<file path="src/rtl/usb_port_reset_ctl.sv">
module usb_port_reset_ctl #(
  parameter int unsigned FAST_CYCLES = 600000,
  parameter int unsigned SLOW_CYCLES = 300000
) (
  input  logic       clk,
  input  logic       rst_n,
  input  logic       wr_en,
  input  logic [7:0] wr_data,
  input  logic       dev_attach,
  input  logic       irq_en,
  output logic [7:0] psc,
  output logic       bus_reset,
  output logic       irq
);
  localparam int unsigned MAXC = (FAST_CYCLES > SLOW_CYCLES) ? FAST_CYCLES : SLOW_CYCLES;
  localparam int CW = $clog2(MAXC) + 1;
  localparam logic [1:0] MODE_WIDE = 2'b01;

  logic          conn, cc, en, ec, busy;
  logic [1:0]    mode;
  logic [CW-1:0] cnt, lim;

  wire attach_ev = dev_attach ^ conn;
  wire detach_ev = conn & ~dev_attach;
  wire start     = wr_en & wr_data[4] & ~busy & ~detach_ev;
  wire at_end    = busy && (cnt == lim - CW'(1));
  wire done      = at_end & ~detach_ev;

  always_ff @(posedge clk or negedge rst_n) begin
    if (!rst_n) begin
      conn <= 1'b0;
      cc   <= 1'b0;
      ec   <= 1'b0;
      en   <= 1'b0;
      busy <= 1'b0;
      mode <= 2'b00;
      cnt  <= '0;
      lim  <= '0;
    end else begin
      conn <= dev_attach;
      cc   <= (cc & ~(wr_en & wr_data[1])) | attach_ev;
      ec   <= (ec & ~(wr_en & wr_data[3])) | done;
      if (wr_en) mode <= wr_data[7:6];
      if (detach_ev) begin
        busy <= 1'b0;
        en   <= 1'b0;
      end else if (busy) begin
        if (at_end) begin
          busy <= 1'b0;
          en   <= 1'b1;
        end else begin
          cnt <= cnt + CW'(1);
        end
      end else if (start) begin
        busy <= 1'b1;
        en   <= 1'b0;
        cnt  <= '0;
        lim  <= (wr_data[7:6] == MODE_WIDE) ? CW'(SLOW_CYCLES) : CW'(FAST_CYCLES);
      end
    end
  end

  assign psc       = {mode, 1'b0, busy, ec, en, cc, conn};
  assign bus_reset = busy;
  assign irq       = irq_en & (cc | ec);

  assert_attach_flags_R1: assert property (@(posedge clk) disable iff (!rst_n)
    (dev_attach != psc[0]) |=> psc[1]);

  assert_start_R2: assert property (@(posedge clk) disable iff (!rst_n)
    (wr_en && wr_data[4] && !bus_reset && !(psc[0] && !dev_attach)) |=> (bus_reset && !psc[2]));

  assert_count_bound_R3: assert property (@(posedge clk) disable iff (!rst_n)
    busy |-> (cnt < lim));

  assert_hold_R4: assert property (@(posedge clk) disable iff (!rst_n)
    (bus_reset && !at_end && !(psc[0] && !dev_attach)) |=> bus_reset);

  assert_finish_R5: assert property (@(posedge clk) disable iff (!rst_n)
    (at_end && !(psc[0] && !dev_attach)) |=> (!bus_reset && psc[2] && psc[3]));

  assert_irq_R9: assert property (@(posedge clk) disable iff (!rst_n)
    irq |-> (irq_en && (psc[1] || psc[3])));

  assert_abort_R10: assert property (@(posedge clk) disable iff (!rst_n)
    (bus_reset && psc[0] && !dev_attach) |=> (!bus_reset && !psc[2] && psc[1]));
endmodule

</file>
<file path="config.mk">
export PLATFORM = sky130hd
export DESIGN_NAME = usb_port_reset_ctl
export DESIGN_NICKNAME = d
export VERILOG_FILES = /design/src/rtl/usb_port_reset_ctl.sv
export SDC_FILE = /design/constraint.sdc
export NUM_CORES = 1
export LEC_CHECK = 0
export ABC_CLOCK_PERIOD_IN_PS = 2800
export BUFFER_PORTS_ARGS = -buffer_cell sky130_fd_sc_hd__buf_4
export CORE_MARGIN = 3
export CORE_UTILIZATION = 40
export DETAILED_ROUTE_END_ITERATION = 8
export SYNTH_ARGS = -nofsm -noshare
export SYNTH_HDL_FRONTEND = slang
export SYNTH_SLANG_ARGS = --single-unit
</file>
<file path="constraint.sdc">
create_clock -name clk -period 2.8 [get_ports clk]
set_input_delay 0.7 -clock clk [delete_from_list [all_inputs] [get_ports clk]]
set_output_delay 0.7 -clock clk [all_outputs]
set_load 0.005 [all_outputs]
</file>
Word level (Yosys, flattened, before mapping)
Index checks and enable logic that the tools add are counted.
Operators by class
  $add $sub $neg: 2
  equal/unequal tests: 4
  muxes and demuxes: 12
  bitwise logic cells: 19
  reduce and logical (&&, ||, !) cells: 6
Operators by type and width (number)
  $mux W21: 3
  $add A21 B1 Y21 const B: 1
  $eq A21 B21 Y1: 1
  $sub A21 B1 Y21 const B: 1
  $mux W20: 1
  $and A1 B1 Y1: 10
  $mux W1: 8
  $reduce_and A3 Y1: 2
  $not A1 Y1: 5
  $ne A3 B1 Y1 const B: 1
  $or A1 B1 Y1: 3
  $reduce_bool A3 Y1: 1
  $eq A2 B1 Y1 const B: 1
  $ne A2 B2 Y1 const B: 1
  $reduce_and A2 Y1: 1
  $reduce_bool A2 Y1: 1
  $logic_and A1 B1 Y1: 1
  $xor A1 B1 Y1: 1
Storage, ports and cells
  register bits: 49
  bits of input ports: 13
  logic and storage cells: 51

Logic depth before layout (Yosys ltp)
Gate-level depths: netlist of the first run.
  depth in word-level cells: 7
  depth in mapped cells: 11
  depth with buffers taken out: 8

Worst setup path before layout of the first run
No wires, ideal clock.
  kind: in2reg
  from: input port dev_attach
  to: register cnt[19]
  setup time: 80 ps
  data arrival time: 2300 ps
  required time: 2720 ps
  slack: 419 ps
  cell stages on the path: 8
  buffers on the path: 1
  path through: inv_1 > ha_1 > nor2b_1 > buf_2 > nand4_1 > or2_2 > or4_1 > a21oi_1
Between the ends
  cells in the longest elaborated chain, start to end: 6
Ends and longest elaborated chain
  start: declaration: RTL line 9  | input logic dev_attach,
  $not A1 Y1 (*): RTL line 24  | wire detach_ev = conn & ~dev_attach;
  $and A1 B1 Y1 (*): RTL line 24
  $not A1 Y1 (no line) (*)
  $and A1 B1 Y1: RTL line 25  | wire start = wr_en & wr_data[4] & ~busy & ~detach_ev;
  $reduce_bool A2 Y1 (no line)
  $reduce_and A3 Y1 (no line) (*)
  end signal: assignment: RTL line 52  | cnt <= cnt + CW'(1);
  end: declaration: RTL line 21  | logic [CW-1:0] cnt, lim;
Mark *: on every way between the ends. The rest lies on a longest branch, timed or not.
A chain may end at the register's enable or synchronous reset.

Worst setup path in the final report of the first run
  from: register lim[9]
  to: register cnt[1]
Between the ends
  cells in the longest elaborated chain, start to end: 5
Ends and longest elaborated chain
  start: declaration: RTL line 21
  start signal: assignment: RTL line 58  | lim <= (wr_data[7:6] == MODE_WIDE) ? CW'(SLOW_CYCLES) : CW'(FAST_CYCLES);
  $sub A21 B1 Y21: RTL line 26  | wire at_end = busy && (cnt == lim - CW'(1));
  $eq A21 B21 Y1: RTL line 26
  $logic_and A1 B1 Y1: RTL line 26
  $ne A2 B2 Y1 (no line)
  $reduce_and A3 Y1 (no line)
No other way between the ends.

==> results_dict.tcl, run 1 <==
set metrics [dict create \
    synth_edf_count 0 \
    row_count 24 \
    grt-ovfl-total 0 \
    placed_cell_area_sq_um 2040 \
    reg2reg_depth 9 \
    insertion_delay_ns 0.29 \
    critPathLaunchType "flip-flop" \
    post_drt_wl_per_cell_um 15.9 \
    ys_ff_latch 31 \
    clock_path_buffers 2 \
    finalHoldViolations 0 \
    wirelength_mm 4.22 \
    core_sq_um 4470 \
    rsz0062_at_grt "no" \
    rrSetupSlack_ns 0.21 \
    mostFrequentLayoutCells "dfrtp_1 (31), buf_4 (22), nand2_1 (19), or3_1 (12), nand3_1 (12)" \
    synth_top_area_share_pct 40.5 \
    drcViolationCount 0 \
    dp_hpwl_mm 3.00 \
    crit_arrival_ns 2.80 \
    status "completed" \
    drive_gt1_share_pct 23.0 \
    hold_class "input pin to async pin" \
    vdd_drop_max_uv 272 \
    grt_pass1_vias 1507 \
    synth.area.top_cells "dfrtp_1 (40%), or3_1 (3.9%), nand2_1 (3.7%)" \
    cts_root_buffer "clkbuf_8" \
    seq_area_frac_synth_pct 40.5 \
    cap_violations 0 \
    finalPower_uw 1160 \
    synth_cells 199 \
    path_clk_slew_ns 0.07 \
    worst_ep_required_time_ns 3.01 \
    grt_antenna_before_repair 0 \
    drv_slew 0 \
    stdcell_area_sq_um 2160 \
    endpoint_kind "flip-flop" \
    cp_max_fo 42 \
    p_per_area_nw_per_um2 536 \
    finalWeightedCongestion 0.802 \
    synthesis.yosys.warnings 0 \
    worstSetupPathType "flip-flop to flip-flop" \
    ys_async_sr_fraction_pct 100 \
    skew_ns 0.00553 \
    io_buffers 18 \
    dr.pass1.iters 4 \
    ios 23 \
    layout.cells.most_common "dfrtp_1" \
    place_inst 257 \
    grtUsageTotal_pct 16.5 \
    ys.flop_type "dfrtp_1" \
    via_per_inst 5.88 \
    synth_area_sq_um 1920 \
    fin_tns_setup_ns 0 \
    synth_cell_type_count 49 \
    post_cts_buffers 0 \
    n_antenna_cell 0 \
    start_util_pct 42.8 \
    grt_pass1_wl_mm 7.07 \
    drtIter0Drc 92 \
    nets 229 \
    cts_made_buffers 5 \
    die_y_um 75.2 \
    r2r_end "cnt[1]" \
    fin_cells 265 \
    finalCritPeriodShare_pct 92.5 \
    post_cts_resized 0 \
    synth_top_cell_by_area "dfrtp_1" \
    grt_max_degree 43 \
    regToRegStartpoint "lim[9]" \
    avgSynthCellArea_sq_um 9.63 \
    die_x_um 75.2 \
    max_freq_ghz 0.386 \
    postCtsHoldBufs 0 \
    die_area_sq_um 5660 \
    final_util_pct 48.3 \
    final_antenna_net_count 0 \
    cts.sinks 31 \
    cts_tree "done" \
    synth_fp_nets 216 \
    vias 1558 \
    syn_to_final_growth_pct 12.7 \
    cts_max_level 2 \
    period_minus_slack_ns 2.59 \
    leakage_uw 0.000931 \
    setup-violations-final 0 \
]
## routing by layer
metal | routed length, um | GRT usage (%)
met1 | 1900 | 21.8
met2 | 2160 | 25.9
met3 | 92 | 3.60
met4 | 72 | 7.57
met5 | 0 | 0
## synthesized netlist by cell type, types with 4 or more instances
library cell,number
a21oi_1,7
a21oi_2,6
and3_1,6
buf_4,9
dfrtp_1,31
ha_1,4
nand2_1,19
nand3_1,12
nand4_1,5
nor3_1,5
o211ai_1,9
o21ai_0,7
o21ai_2,5
o31ai_1,8
or3_1,12
or4_1,6
## power by group
group	switching (uW)	total (uW)	internal, uW	leakage [uW]
registers	40.6	523	482	0.000409
clock network	171	459	288	0.0000612
logic	91.8	176	84.5	0.000461
## stage by stage
stage               worst slack (ns)  hold WS [ns]
floorplan                      0.419         0.404
global route                 0.00385         0.365
CTS                            0.195         0.349
global placement               0.305         0.487
finish                         0.209         0.336
detailed placement             0.219         0.488
## how the worst max path moves through the flow
stage,from,endpoint,slack [ns],cells after the start
2_1_floorplan,dev_attach,cnt[19],0.42,8
3_3_place_gp,lim[9],cnt[20],0.30,9
3_5_place_dp,lim[9],cnt[1],0.22,9
4_1_cts,lim[9],cnt[1],0.20,9
5_1_grt,lim[9],cnt[1],0.004,9
6_report,lim[9],cnt[1],0.21,9
## final cells by class
type                       count  area [sq um]
clock inverter                 2          35.0
multi-input combinational    148          1000
tap                           52          65.1
fill                         413          2310
clock buffer                   6          82.6
timing repair buffer          23           185
inverter                       3          11.3
sequential                    31           776
## worst max-delay path, cell delays in order (launching register included)
cell	delay, ns
dfrtp_1	0.48
inv_1	0.13
ha_1	0.25
nor2b_1	0.20
or3_1	0.33
a32oi_1	0.20
nor4b_4	0.28
buf_12	0.25
nand2b_2	0.18
mux2i_1	0.19
## cells by family after synthesis
kind of cell | synth area share [%]
multiplexers | 1.70
adder cells (fa/ha/maj) | 2.61
XOR/XNOR | 1.83
buffers and inverters | 7.31
other | 0.196
flip-flops | 40.5
AND/OR/NAND/NOR | 25.8
AO/OA/AOI/OAI | 20.1
## registers in the layout, indices dropped and copies added, names as in the netlist
register   flops
cnt           21
lim            3
bus_reset      1
mode           2
ec             1
conn           1
cc             1
en             1
Note: power is estimated with default switching activity, not from simulation.
==> run 2: changes to the inputs <==
--- a/config.mk
+++ b/config.mk
@@ -8,8 +8,9 @@
 export ABC_CLOCK_PERIOD_IN_PS = 2800
 export BUFFER_PORTS_ARGS = -buffer_cell sky130_fd_sc_hd__buf_4
 export CORE_MARGIN = 3
-export CORE_UTILIZATION = 40
+export CORE_UTILIZATION = 50
 export DETAILED_ROUTE_END_ITERATION = 8
+export PLACE_DENSITY = 0.7
 export SYNTH_ARGS = -nofsm -noshare
 export SYNTH_HDL_FRONTEND = slang
 export SYNTH_SLANG_ARGS = --single-unit
==> run 2 against run 1 <==
Flip-flop and latch count unchanged. Highest routed layer unchanged. Cell area fell by 2.8%. Maximum frequency rose by 1.5%. Register-to-register slack improved by 0.04 ns. Critical endpoint unchanged. Core utilization rose by 11 points. Setup slack better by 0.039 ns. Combinational power about the same. Sequential power about the same. Cell count down 3.4%. Worst hold slack improved by 0.0070 ns. Die area fell by 18%.
==> results_dict.tcl, run 2 (same netlist as run 1, synthesis figures left out) <==
set metrics [dict create \
    n_antenna_cell 0 \
    worst_ep_required_time_ns 3.00 \
    final_util_pct 59.6 \
    cts_root_buffer "clkbuf_8" \
    p_per_area_nw_per_um2 483 \
    status "completed" \
    mostFrequentLayoutCells "dfrtp_1 (31), buf_4 (21), nand2_1 (19), or3_1 (12), nand3_1 (12)" \
    drive_gt1_share_pct 21.4 \
    post_drt_wl_per_cell_um 16.4 \
    via_per_inst 6.02 \
    grt_antenna_before_repair 0 \
    worstPathCellList "inv_1, ha_1, nor2b_1, a21boi_0, o22ai_1, nor4b_4, buf_12, nand2b_2, mux2i_1" \
    postCtsHoldBufs 0 \
    cpPeakStageDelay_ns 0.45 \
    insertion_delay_ns 0.28 \
    grt_max_degree 43 \
    leakage_uw 0.000901 \
    row_count 21 \
    finalPower_uw 1010 \
    finalWorstSetupSlack_ns 0.248 \
    post_cts_resized 0 \
    rrSetupSlack_ns 0.25 \
    start_util_pct 54.4 \
    post_cts_buffers 0 \
    ios 23 \
    die_area_sq_um 4610 \
    worstSetupPathType "flip-flop to flip-flop" \
    largest_reg_flops 21 \
    drcViolationCount 0 \
    finalWeightedCongestion 0.825 \
    syn_to_final_growth_pct 9.60 \
    die_y_um 67.9 \
    final_antenna_net_count 0 \
    period_minus_slack_ns 2.55 \
    drtIter0Drc 75 \
    fillers 313 \
    crit_path_top_delay_cell "dfrtp_1" \
    vias 1540 \
    dp_worst_setup_slack_ns 0.135 \
    regMostFlops "cnt" \
    setup-violations-final 0 \
    crit_arrival_ns 2.76 \
    maxSlewHeadroom_pct 57.9 \
    path_clk_slew_ns 0.06 \
    core_sq_um 3520 \
    cts.sinks 31 \
    fin_tns_setup_ns 0 \
    largestRegisters "cnt: 21 flops, lim: 3 flops, mode: 2 flops" \
    grt_pass1_vias 1526 \
    finalHoldViolations 0 \
    cts_tree "done" \
    cap_violations 0 \
    critPathLaunchType "flip-flop" \
    io_buffers 18 \
    dr.pass1.iters 4 \
    die_x_um 67.9 \
    layout.cells.most_common "dfrtp_1" \
    dp_hpwl_mm 3.00 \
    finalCritPeriodShare_pct 91.1 \
    drv_slew 0 \
    nets 228 \
    grt-ovfl-total 0 \
    hold_class "input pin to async pin" \
    wirelength_mm 4.20 \
    whs_ns 0.343 \
    grt_pass1_wl_mm 7.08 \
    vdd_drop_max_uv 275 \
    cp_max_fo 42 \
    grtUsageTotal_pct 20.6 \
    cts_made_buffers 5 \
    max_freq_ghz 0.392 \
    cts_max_level 2 \
    endpoint_kind "flip-flop" \
    skew_ns 0.00841 \
    rsz0062_at_grt "no" \
    tightest_slew_ns 0.628 \
    clock_path_buffers 2 \
]
run 2: cell types whose count changed in the layout (fill, tap and decap cells not counted):
cell / before / now
clkbuf_8: 6 / 5
clkinv_2: 1 / 0
bufinv_16: 1 / 0
buf_4: 22 / 21
clkbuf_1: 0 / 1
run 2: area by class of cell:
type	count	area [sq um]	area share, %
clock buffers	6	72.6	3.46
well taps	46	57.6	2.74
inverters	3	11.3	0.536
flip-flops and latches	31	776	36.9
repair buffers	22	178	8.46
multi-input cells	148	1000	47.9
run 2: routing by layer:
metal	up-vias	track usage, %	part of all wire, %
met5	-	0	0
met4	0	8.19	1.7
met3	7	3.94	3.1
met2	19	34.9	52
met1	751	25.8	43
li1	763	-	-
run 2: power by group:
group	switching [uW]	internal, uW	total (uW)
Combinational	90.3	84.7	175
Sequential	40.8	482	523
Clock	150	165	315
Total	281	732	1010
run 2: critical path, delay by kind of cell (launching register included):
kind,cells,cell delay [ns]
mux,1,0.17
simple gates,3,0.87
flops,1,0.45
fa+ha+maj,1,0.24
buf+inv,2,0.38
compound gates,2,0.34
run 2: final timing paths:
check	startpoint	endpoint	depth (start not counted)
setup / recovery	lim[9]	cnt[1]	9
hold / removal	rst_n	cnt[13]	1
setup reg to reg	lim[9]	cnt[1]	9
hold reg to reg	mode[0]	mode[0]	1
max in group asynchronous	rst_n	cc	1
min in group clk	mode[0]	mode[0]	1
run 2: metrics by stage:
stage	cell area [sq um]	std cells
after floorplan	1920	199
after global placement	2030	250
after detailed placement	2030	250
after CTS	2100	256
after global routing	2100	256
final	2100	256
==> run 3: changes to the inputs <==
--- a/config.mk
+++ b/config.mk
@@ -7,8 +7,9 @@
 export LEC_CHECK = 0
 export ABC_CLOCK_PERIOD_IN_PS = 2800
 export BUFFER_PORTS_ARGS = -buffer_cell sky130_fd_sc_hd__buf_4
-export CORE_MARGIN = 3
+export CORE_MARGIN = 5
 export CORE_UTILIZATION = 50
+export CTS_BUF_LIST = sky130_fd_sc_hd__clkbuf_4 sky130_fd_sc_hd__clkbuf_8
 export DETAILED_ROUTE_END_ITERATION = 8
 export PLACE_DENSITY = 0.7
 export SYNTH_ARGS = -nofsm -noshare
==> run 3 against run 2 <==
Register-to-register slack worse by 0.04 ns. Critical path depth unchanged. Core utilization down 2.2 points. Clock skew down 0.0028 ns. Sequential share of layout area down 0.31 points. First-iteration DRC count up 85%. Highest routed layer unchanged. Cell area up 0.83%. Combinational power about the same. Non-clock buffer count unchanged. Setup slack worse by 0.043 ns. Routed wire length up 1.1%.
==> results_dict.tcl, run 3 (same netlist as run 1, synthesis figures left out) <==
set metrics [dict create \
    drive_gt1_share_pct 22.3 \
    grt_pass1_vias 1592 \
    regMostFlops "cnt" \
    die_area_sq_um 5170 \
    insertion_delay_ns 0.28 \
    nets 228 \
    endpoint_kind "flip-flop" \
    grt-ovfl-total 0 \
    wirelength_mm 4.25 \
    pwr-share-comb_pct 16.9 \
    cap_violations 0 \
    power_frac_seq_pct 49.7 \
    path_clk_slew_ns 0.06 \
    cp_max_fo 42 \
    final_antenna_net_count 0 \
    grt_pass1_wl_mm 7.46 \
    p_per_area_nw_per_um2 498 \
    io_buffers 18 \
    rsz0062_at_grt "no" \
    final_util_pct 57.4 \
    cts_tree "done" \
    tightest_slew_ns 0.527 \
    post_cts_resized 0 \
    regToRegStartpoint "lim[9]" \
    crit_arrival_ns 2.80 \
    row_count 22 \
    rrSetupSlack_ns 0.20 \
    cts.sinks 31 \
    layout.cells.most_common "dfrtp_1" \
    cts_made_buffers 5 \
    reg2reg_depth 9 \
    grtUsageTotal_pct 18.4 \
    clkPwrFrac_pct 33.4 \
    vdd_drop_max_uv 342 \
    post_cts_buffers 0 \
    start_util_pct 51.9 \
    via_per_inst 6.14 \
    worst_ep_required_time_ns 3.01 \
    finalHoldViolations 0 \
    max_freq_ghz 0.385 \
    drtIter0Drc 139 \
    drv_slew 0 \
    grt_max_degree 43 \
    vias 1589 \
    largest_reg_flops 21 \
    p_int_uw 759 \
    status "completed" \
    critPathLaunchType "flip-flop" \
    postCtsHoldBufs 0 \
    p_sw_uw 295 \
    mostFrequentLayoutCells "dfrtp_1 (31), buf_4 (21), nand2_1 (19), or3_1 (12), nand3_1 (12)" \
    p_sw_share_pct 28.0 \
    finalCritPeriodShare_pct 92.7 \
    skew_ns 0.00563 \
    period_minus_slack_ns 2.60 \
    cts_root_buffer "clkbuf_8" \
    place_inst 252 \
    n_antenna_cell 0 \
    fin_cells 259 \
    cts_max_level 2 \
    largestRegisters "cnt: 21 flops, lim: 3 flops, mode: 2 flops" \
    grt_antenna_before_repair 0 \
    post_drt_wl_per_cell_um 16.4 \
    ios 23 \
    dr.pass1.iters 4 \
    maxSlewHeadroom_pct 64.7 \
    hold_class "input pin to async pin" \
    core_sq_um 3690 \
    die_x_um 71.9 \
    drcViolationCount 0 \
    worstSetupPathType "flip-flop to flip-flop" \
    leakage_uw 0.000911 \
    syn_to_final_growth_pct 10.5 \
    finalWeightedCongestion 0.835 \
    fin_tns_setup_ns 0 \
    dp_hpwl_mm 3.03 \
    setup-violations-final 0 \
    clock_path_buffers 2 \
    r2r_end "cnt[1]" \
    die_y_um 71.9 \
]
run 3: cell types whose count changed in the layout (fill, tap and decap cells not counted):
cell / change
clkinv_2: +1
clkbuf_8: +1
clkbuf_1: -1
run 3: final cells by class:
cell class                      instances  area, sq um
Multi-Input combinational cell        148         1000
Fill cell                             333         1570
Timing Repair Buffer                   22          178
Sequential cell                        31          776
Tap cell                               48         60.1
Inverter                                3         11.3
Clock buffer                            6         82.6
Clock inverter                          1         5.00
run 3: power groups by stage:
stage	registers (uW)	clock network, uW	logic (uW)
after global placement	527	0	171
after CTS	524	363	181
after floorplan	516	0	127
final	524	352	178
after global routing	530	385	197
after detailed placement	532	0	180
run 3: worst max-delay path, stage by stage (launching register included):
cell,delay [ns]
dfrtp_1,0.46
inv_1,0.16
ha_1,0.25
nor2b_1,0.33
a21boi_0,0.24
o22ai_1,0.13
nor4b_4,0.32
buf_12,0.24
nand2b_2,0.19
mux2i_1,0.19
run 3: how the worst max path moves through the flow:
| stage | from | endpoint | slack, ns | cells after the start |
|---|---|---|---|---|
| 2_1_floorplan | dev_attach | cnt[19] | 0.42 | 8 |
| 3_3_place_gp | dev_attach | cnt[13] | 0.19 | 9 |
| 3_5_place_dp | dev_attach | cnt[15] | 0.10 | 9 |
| 4_1_cts | lim[9] | cnt[1] | 0.21 | 9 |
| 5_1_grt | lim[9] | cnt[1] | 0.04 | 9 |
| 6_report | lim[9] | cnt[1] | 0.20 | 9 |
run 3: per-stage QoR:
stage                     instance area, sq um  hold WS, ns  worst slack (ns)  total power, uW
after global placement                    2030        0.490             0.193              698
final                                     2120        0.347             0.205             1050
after global routing                      2120        0.376            0.0441             1110
after detailed placement                  2030        0.500             0.104              713
after floorplan                           1920        0.404             0.419              643
after CTS                                 2120        0.350             0.209             1070
run 3: layer usage:
layer | up-vias | wire length (um) | track usage [%] | share of wire, %
met1 | 787 | 1790 | 22.6 | 42
met2 | 27 | 2230 | 31.4 | 52
met3 | 7 | 169 | 4.99 | 4.0
met5 | - | 0 | 0 | 0
met4 | 0 | 55 | 5.85 | 1.3
li1 | 768 | - | - | -
